## src/rtl/tick_irq_pkg.sv

```systemverilog
package tick_irq_pkg;
  // Register bit positions seen by software.
  parameter int unsigned FIRED_POS = 7;
  parameter int unsigned EN_POS    = 6;

  typedef struct packed {
    logic fired;
    logic en;
  } tick_csr_t;
endpackage

```

## src/rtl/tick_divider.sv

```systemverilog
module tick_divider #(
  parameter int unsigned CYCLES = 1666666
) (
  input  logic clk,
  input  logic rst,
  output logic tick_o
);
  localparam int unsigned CW = (CYCLES > 1) ? $clog2(CYCLES) : 1;
  localparam logic [CW-1:0] LAST = CW'(CYCLES - 1);

  logic [CW-1:0] cnt_q;

  assign tick_o = (cnt_q == LAST);

  always_ff @(posedge clk) begin
    if (rst)         cnt_q <= '0;
    else if (tick_o) cnt_q <= '0;
    else             cnt_q <= cnt_q + 1'b1;
  end
endmodule

```

## src/rtl/tick_ctl_reg.sv

```systemverilog
module tick_ctl_reg
  import tick_irq_pkg::*;
(
  input  logic      clk,
  input  logic      rst,
  input  logic      tick_i,
  input  logic      wr_i,
  input  logic      wr_fired_i,
  input  logic      wr_en_i,
  output tick_csr_t csr_o,
  output logic      irq_o
);
  tick_csr_t csr_q, csr_n;
  logic      irq_q, irq_n;

  always_comb begin
    csr_n = csr_q;
    irq_n = irq_q;
    if (wr_i) csr_n.en = wr_en_i;
    if (tick_i)                   csr_n.fired = 1'b1;
    else if (wr_i && !wr_fired_i) csr_n.fired = 1'b0;
    if (tick_i && csr_n.en)                    irq_n = 1'b1;
    else if (wr_i && !(csr_n.en && csr_n.fired)) irq_n = 1'b0;
  end

  always_ff @(posedge clk) begin
    if (rst) begin
      csr_q.fired <= 1'b1;
      csr_q.en    <= 1'b0;
      irq_q       <= 1'b0;
    end else begin
      csr_q <= csr_n;
      irq_q <= irq_n;
    end
  end

  assign csr_o = csr_q;
  assign irq_o = irq_q;
endmodule

```

## src/rtl/tick_rd_port.sv

```systemverilog
module tick_rd_port
  import tick_irq_pkg::*;
#(
  parameter int unsigned DATA_W = 16
) (
  input  logic              clk,
  input  logic              rst,
  input  logic              rd_i,
  input  tick_csr_t         csr_i,
  output logic [DATA_W-1:0] rdata_o
);
  logic [DATA_W-1:0] rdata_q, view;

  always_comb begin
    view = '0;
    view[FIRED_POS] = csr_i.fired;
    view[EN_POS]    = csr_i.en;
  end

  always_ff @(posedge clk) begin
    if (rst)       rdata_q <= '0;
    else if (rd_i) rdata_q <= view;
    else           rdata_q <= '0;
  end

  assign rdata_o = rdata_q;
endmodule

```

## src/rtl/tick_irq_timer.sv

```systemverilog
module tick_irq_timer
  import tick_irq_pkg::*;
#(
  parameter int unsigned DATA_W  = 16,
  parameter int unsigned CLK_HZ  = 100000000,
  parameter int unsigned TICK_HZ = 60
) (
  input  logic              clk,
  input  logic              rst,
  input  logic              bus_sel,
  input  logic              bus_we,
  input  logic              bus_addr_lsb,
  input  logic [DATA_W-1:0] bus_wdata,
  output logic [DATA_W-1:0] bus_rdata,
  output logic              irq_o
);
  localparam int unsigned TICK_CYCLES = CLK_HZ / TICK_HZ;

  logic      tick;
  logic      wr_even;
  logic      rd_any;
  tick_csr_t csr_q;
  logic      fired_q, en_q;
  logic      unused_wbits;

  assign wr_even      = bus_sel && bus_we && !bus_addr_lsb;
  assign rd_any       = bus_sel && !bus_we;
  assign fired_q      = csr_q.fired;
  assign en_q         = csr_q.en;
  assign unused_wbits = ^bus_wdata;

  tick_divider #(.CYCLES(TICK_CYCLES)) div_i (
    .clk    (clk),
    .rst    (rst),
    .tick_o (tick)
  );

  tick_ctl_reg ctl_i (
    .clk        (clk),
    .rst        (rst),
    .tick_i     (tick),
    .wr_i       (wr_even),
    .wr_fired_i (bus_wdata[FIRED_POS]),
    .wr_en_i    (bus_wdata[EN_POS]),
    .csr_o      (csr_q),
    .irq_o      (irq_o)
  );

  tick_rd_port #(.DATA_W(DATA_W)) rd_i (
    .clk     (clk),
    .rst     (rst),
    .rd_i    (rd_any),
    .csr_i   (csr_q),
    .rdata_o (bus_rdata)
  );
endmodule

```

## config.mk

```make
export PLATFORM = sky130hd
export DESIGN_NAME = tick_irq_timer
export DESIGN_NICKNAME = d
export VERILOG_FILES = /design/src/rtl/tick_irq_pkg.sv /design/src/rtl/tick_divider.sv /design/src/rtl/tick_ctl_reg.sv /design/src/rtl/tick_rd_port.sv /design/src/rtl/tick_irq_timer.sv
export SDC_FILE = /design/constraint.sdc
export NUM_CORES = 1
export LEC_CHECK = 0
export BUFFER_PORTS_ARGS = -buffer_cell sky130_fd_sc_hd__clkbuf_2
export CAP_MARGIN = 0
export CORE_MARGIN = 2
export CORE_UTILIZATION = 30
export DETAILED_ROUTE_END_ITERATION = 16
export PLACE_DENSITY = 0.63
export SLEW_MARGIN = 20
export SYNTH_ARGS = -nofsm -noshare
export SYNTH_HDL_FRONTEND = slang
export SYNTH_SLANG_ARGS = --single-unit
```

## constraint.sdc

```tcl
create_clock -name clk -period 1.7 [get_ports clk]
set_clock_uncertainty 0.1 [all_clocks]
set_input_delay 0.51 -clock clk [delete_from_list [all_inputs] [get_ports clk]]
set_output_delay 0.51 -clock clk [all_outputs]
set_load 0.02 [all_outputs]
```

==> out/results.tsv <==
stage	metric	value	unit
drt	WL/cell	11.51	um
floorplan	die span in x	71.09	um
pwr	power per cell area	663.4	nW/um^2
critical_path	Critical Path Max Stage Delay	0.37	ns
critical_path	RR Endpoint	div_i.cnt_q[19]	
sta	Final Hold Vio Count	0	
flow_run	max cap viols	0	
pwr	Max rail drop VDD	0.2954	mV
synthesis	Syn. warnings	0	
critical_path	crit path DAT	1.69	ns
sta	Hold Worst Slack	0.3389	ns
critical_path	Critical Path Source	div_i.cnt_q[1]	
pwr	Sw Pwr	246.6	uW
cells_and_area	Final Net Count	194	
floorplan	Initial Util	31.01	%
global_routing	gr usage total	10.42	%
pwr	combinational group share of total power	9.6	%
critical_path	required time worst endpoint	1.75	ns
cells_and_area	n_diodes	0	
cells_and_area	commonest non-fill, non-tap cell in the layout	dfxtp_1	
critical_path	r2r startpoint	div_i.cnt_q[1]	
cells_and_area	final cell count without fillers	221	
sta	Final Cycle Share	96.15	%
critical_path	WP depth	7	
drt	total number of vias	1043	
global_routing	initial antenna violation count	0	
placement	DP Cell Count	212	
drt	final routed DRC violation total	0	
cells_and_area	Util after Layout	36.75	%
drt	vias per cell	4.719	
synthesis	Post-synth ARST share	0	%
drt	router iterations before antenna repair	4	
critical_path	FF-to-FF path depth	7	
sta	Slew Limit Fails	0	
critical_path	worst path cell trace	inv_2 > ha_4 > nor4bb_4 > nand4_1 > o21bai_4 > buf_6 > a21oi_1	
cells_and_area	synthesis-to-finish area growth	18.54	%
synthesis	number of flops mapped to enable cells by yosys	0	
clock_tree	CTS tree	built	
placement	GP Congestion	0.7615	
min_path	Worst Hold Depth	2	
critical_path	worst setup path endpoint	div_i.cnt_q[19]	
critical_path	Buffers & Inverters on Critical Path	2	
floorplan	Ports	38	
sta	max frequency	611.8	MHz
pwr	share of power burned in the clock network	31.3	%
clock_tree	clk sink count	26	
critical_path	Setup CP Type	reg -> reg	
global_routing	global route overflow	0	
clock_tree	H-tree levels	1	
clock_tree	Num CTS Buffers	3	
global_routing	global-route wire length before repair	4347	um
sta	Tmin final	1.635	ns
drt	DRT iter0 DRCs	41	
clock_tree	CTS Root Cell	clkbuf_8	
critical_path	CP endpoint kind	flop	
clock_tree	maximum root-to-sink buffer count	2	
clock_tree	# hold bufs at CTS	0	
clock_tree	clock latency on the worst-skew pair	0.26	ns
critical_path	CP top delay family	simple AND/OR/NAND/NOR gates	
synthesis	Synth Cell Area	1350	sq um
pwr	Int Power	815.0	uW
critical_path	Setup crit start kind	flop	
critical_path	CP max-delay cell	dfxtp_4	
cells_and_area	layout cells sized above 1	27.81	%
synthesis	ys flop type	dfxtp_1	
synthesis	Seq/Total Area, Yosys	38.55	%
synthesis	Syn Area/Cell	9.122	sq um
synthesis	Mapped Cells	148	
placement	Final HPWL DP	1774	um
pwr	leakage component of the power	0.6315	nW
floorplan	total core area	4354	sq um
sta	final setup fails	0	
floorplan	row cnt	24	
drt	DRT Wirelength	2544	um
floorplan	die area	5053	sq um
global_routing	largest net degree at the start of global routing	15	
placement	port buffer count	9	
pwr	register share of total power	59.1	%
synthesis	Synth cell types	37	
drt	post-route ant nets	0	
critical_path	worst reg2reg setup slack	0.07	ns
synthesis	flops & latches, synth	26	
floorplan	DIE HEIGHT	71.09	um
pwr	Sw Share	23.23	%
global_routing	vias in the first global route	1026	
outcome	status	completed	
clock_tree	clock-pin slew on the worst setup and hold paths	0.08	ns
critical_path	Crit Path Max Fanout	8	
cells_and_area	commonest cells after routing, fill and taps aside	24 x dfxtp_1, 15 x nor2_1, 14 x conb_1	
min_path	Min-Delay Path Class	in -> reg	
worst min-delay path by stage:
stage                    from               to  slack (ns)
4_1_cts                bus_we  rd_i.rdata_o[7]        0.33
5_1_grt                bus_we  rd_i.rdata_o[7]        0.34
3_5_place_dp   div_i.cnt_q[0]   div_i.cnt_q[0]        0.37
2_1_floorplan  div_i.cnt_q[0]   div_i.cnt_q[0]        0.34
3_3_place_gp   div_i.cnt_q[0]   div_i.cnt_q[0]        0.36
6_report               bus_we  rd_i.rdata_o[7]        0.34
state kept, by name, indices dropped and copies added (netlist names):
register      cells
ctl_i.irq_o       1
div_i.cnt_q      21
rd_i.rdata_o      2
ctl_i.csr_o       2
power by group through the flow:
stage                     Clock (mW)  Combinational, mW  Sequential, mW
after floorplan                    0             0.0812           0.640
after global placement             0             0.0799           0.639
after detailed placement           0             0.0806           0.639
after CTS                      0.351             0.0809           0.625
after global routing           0.368              0.112           0.629
final                          0.332              0.102           0.628
Yosys cell counts, types with 2 or more instances:
cell type,count,share of area [%]
a21oi_1,6,2.2
a21oi_2,2,1.3
and2_1,2,0.93
and2_2,2,1.1
and3_1,3,1.4
and3_2,2,1.1
buf_4,14,7.8
dfxtp_1,26,39
ha_1,2,1.9
inv_1,2,0.56
nand2_1,8,2.2
nand3_1,9,3.3
nand4_1,3,1.4
nand4_4,3,4.7
nor2_1,16,4.4
nor4_1,2,0.93
nor4b_1,2,1.3
nor4bb_1,3,2.2
o21ai_0,8,3.0
or3_1,7,3.2
xnor2_1,4,2.6
xor2_1,7,4.5
layer usage:
metal	track usage (%)	part of all wire (%)	up-vias
li1	-	-	534
met1	13.25	51	486
met2	17.96	46	23
met3	3.419	3.5	0
met4	0.8386	0	0
met5	0	0	-
cells by family after synthesis:
kind of cell             count (synthesis)  share of synthesized area (%)
AO/OA/AOI/OAI                           20                          8.898
flip-flops                              26                          38.55
XOR/XNOR                                11                          7.136
buffers and inverters                   19                          10.56
adder cells (fa/ha/maj)                  2                          1.853
multiplexers                             1                         0.7415
AND/OR/NAND/NOR                         68                          31.97
other                                    1                         0.2778
metrics by stage:
| stage | TNS, ns | setup slack, ns | area (sq um) | total power, mW |
|---|---|---|---|---|
| after detailed placement | -0.03343 | -0.01704 | 1426 | 0.7197 |
| after CTS | 0 | 0.01656 | 1484 | 1.057 |
| after global placement | 0 | 0.01974 | 1426 | 0.7186 |
| after floorplan | 0 | 0.08314 | 1399 | 0.7210 |
| final | 0 | 0.06547 | 1600 | 1.062 |
| after global routing | -0.2048 | -0.02392 | 1600 | 1.109 |
timing repair:
item,CTS,global route
endpoints found under the setup margin,3,22
cloned,0,1
setup buffers,2,3
resized for setup,1,21
pin swaps,0,2
cell type report:
type,instances,area [sq um]
clock buffers,3,41.29
multi-input cells,116,804.5
repair buffers,22,153.9
flip-flops and latches,26,528.0
well taps,52,65.06
inverters,2,7.507
fillers,439,2754
(Power assumes the default switching activity.)
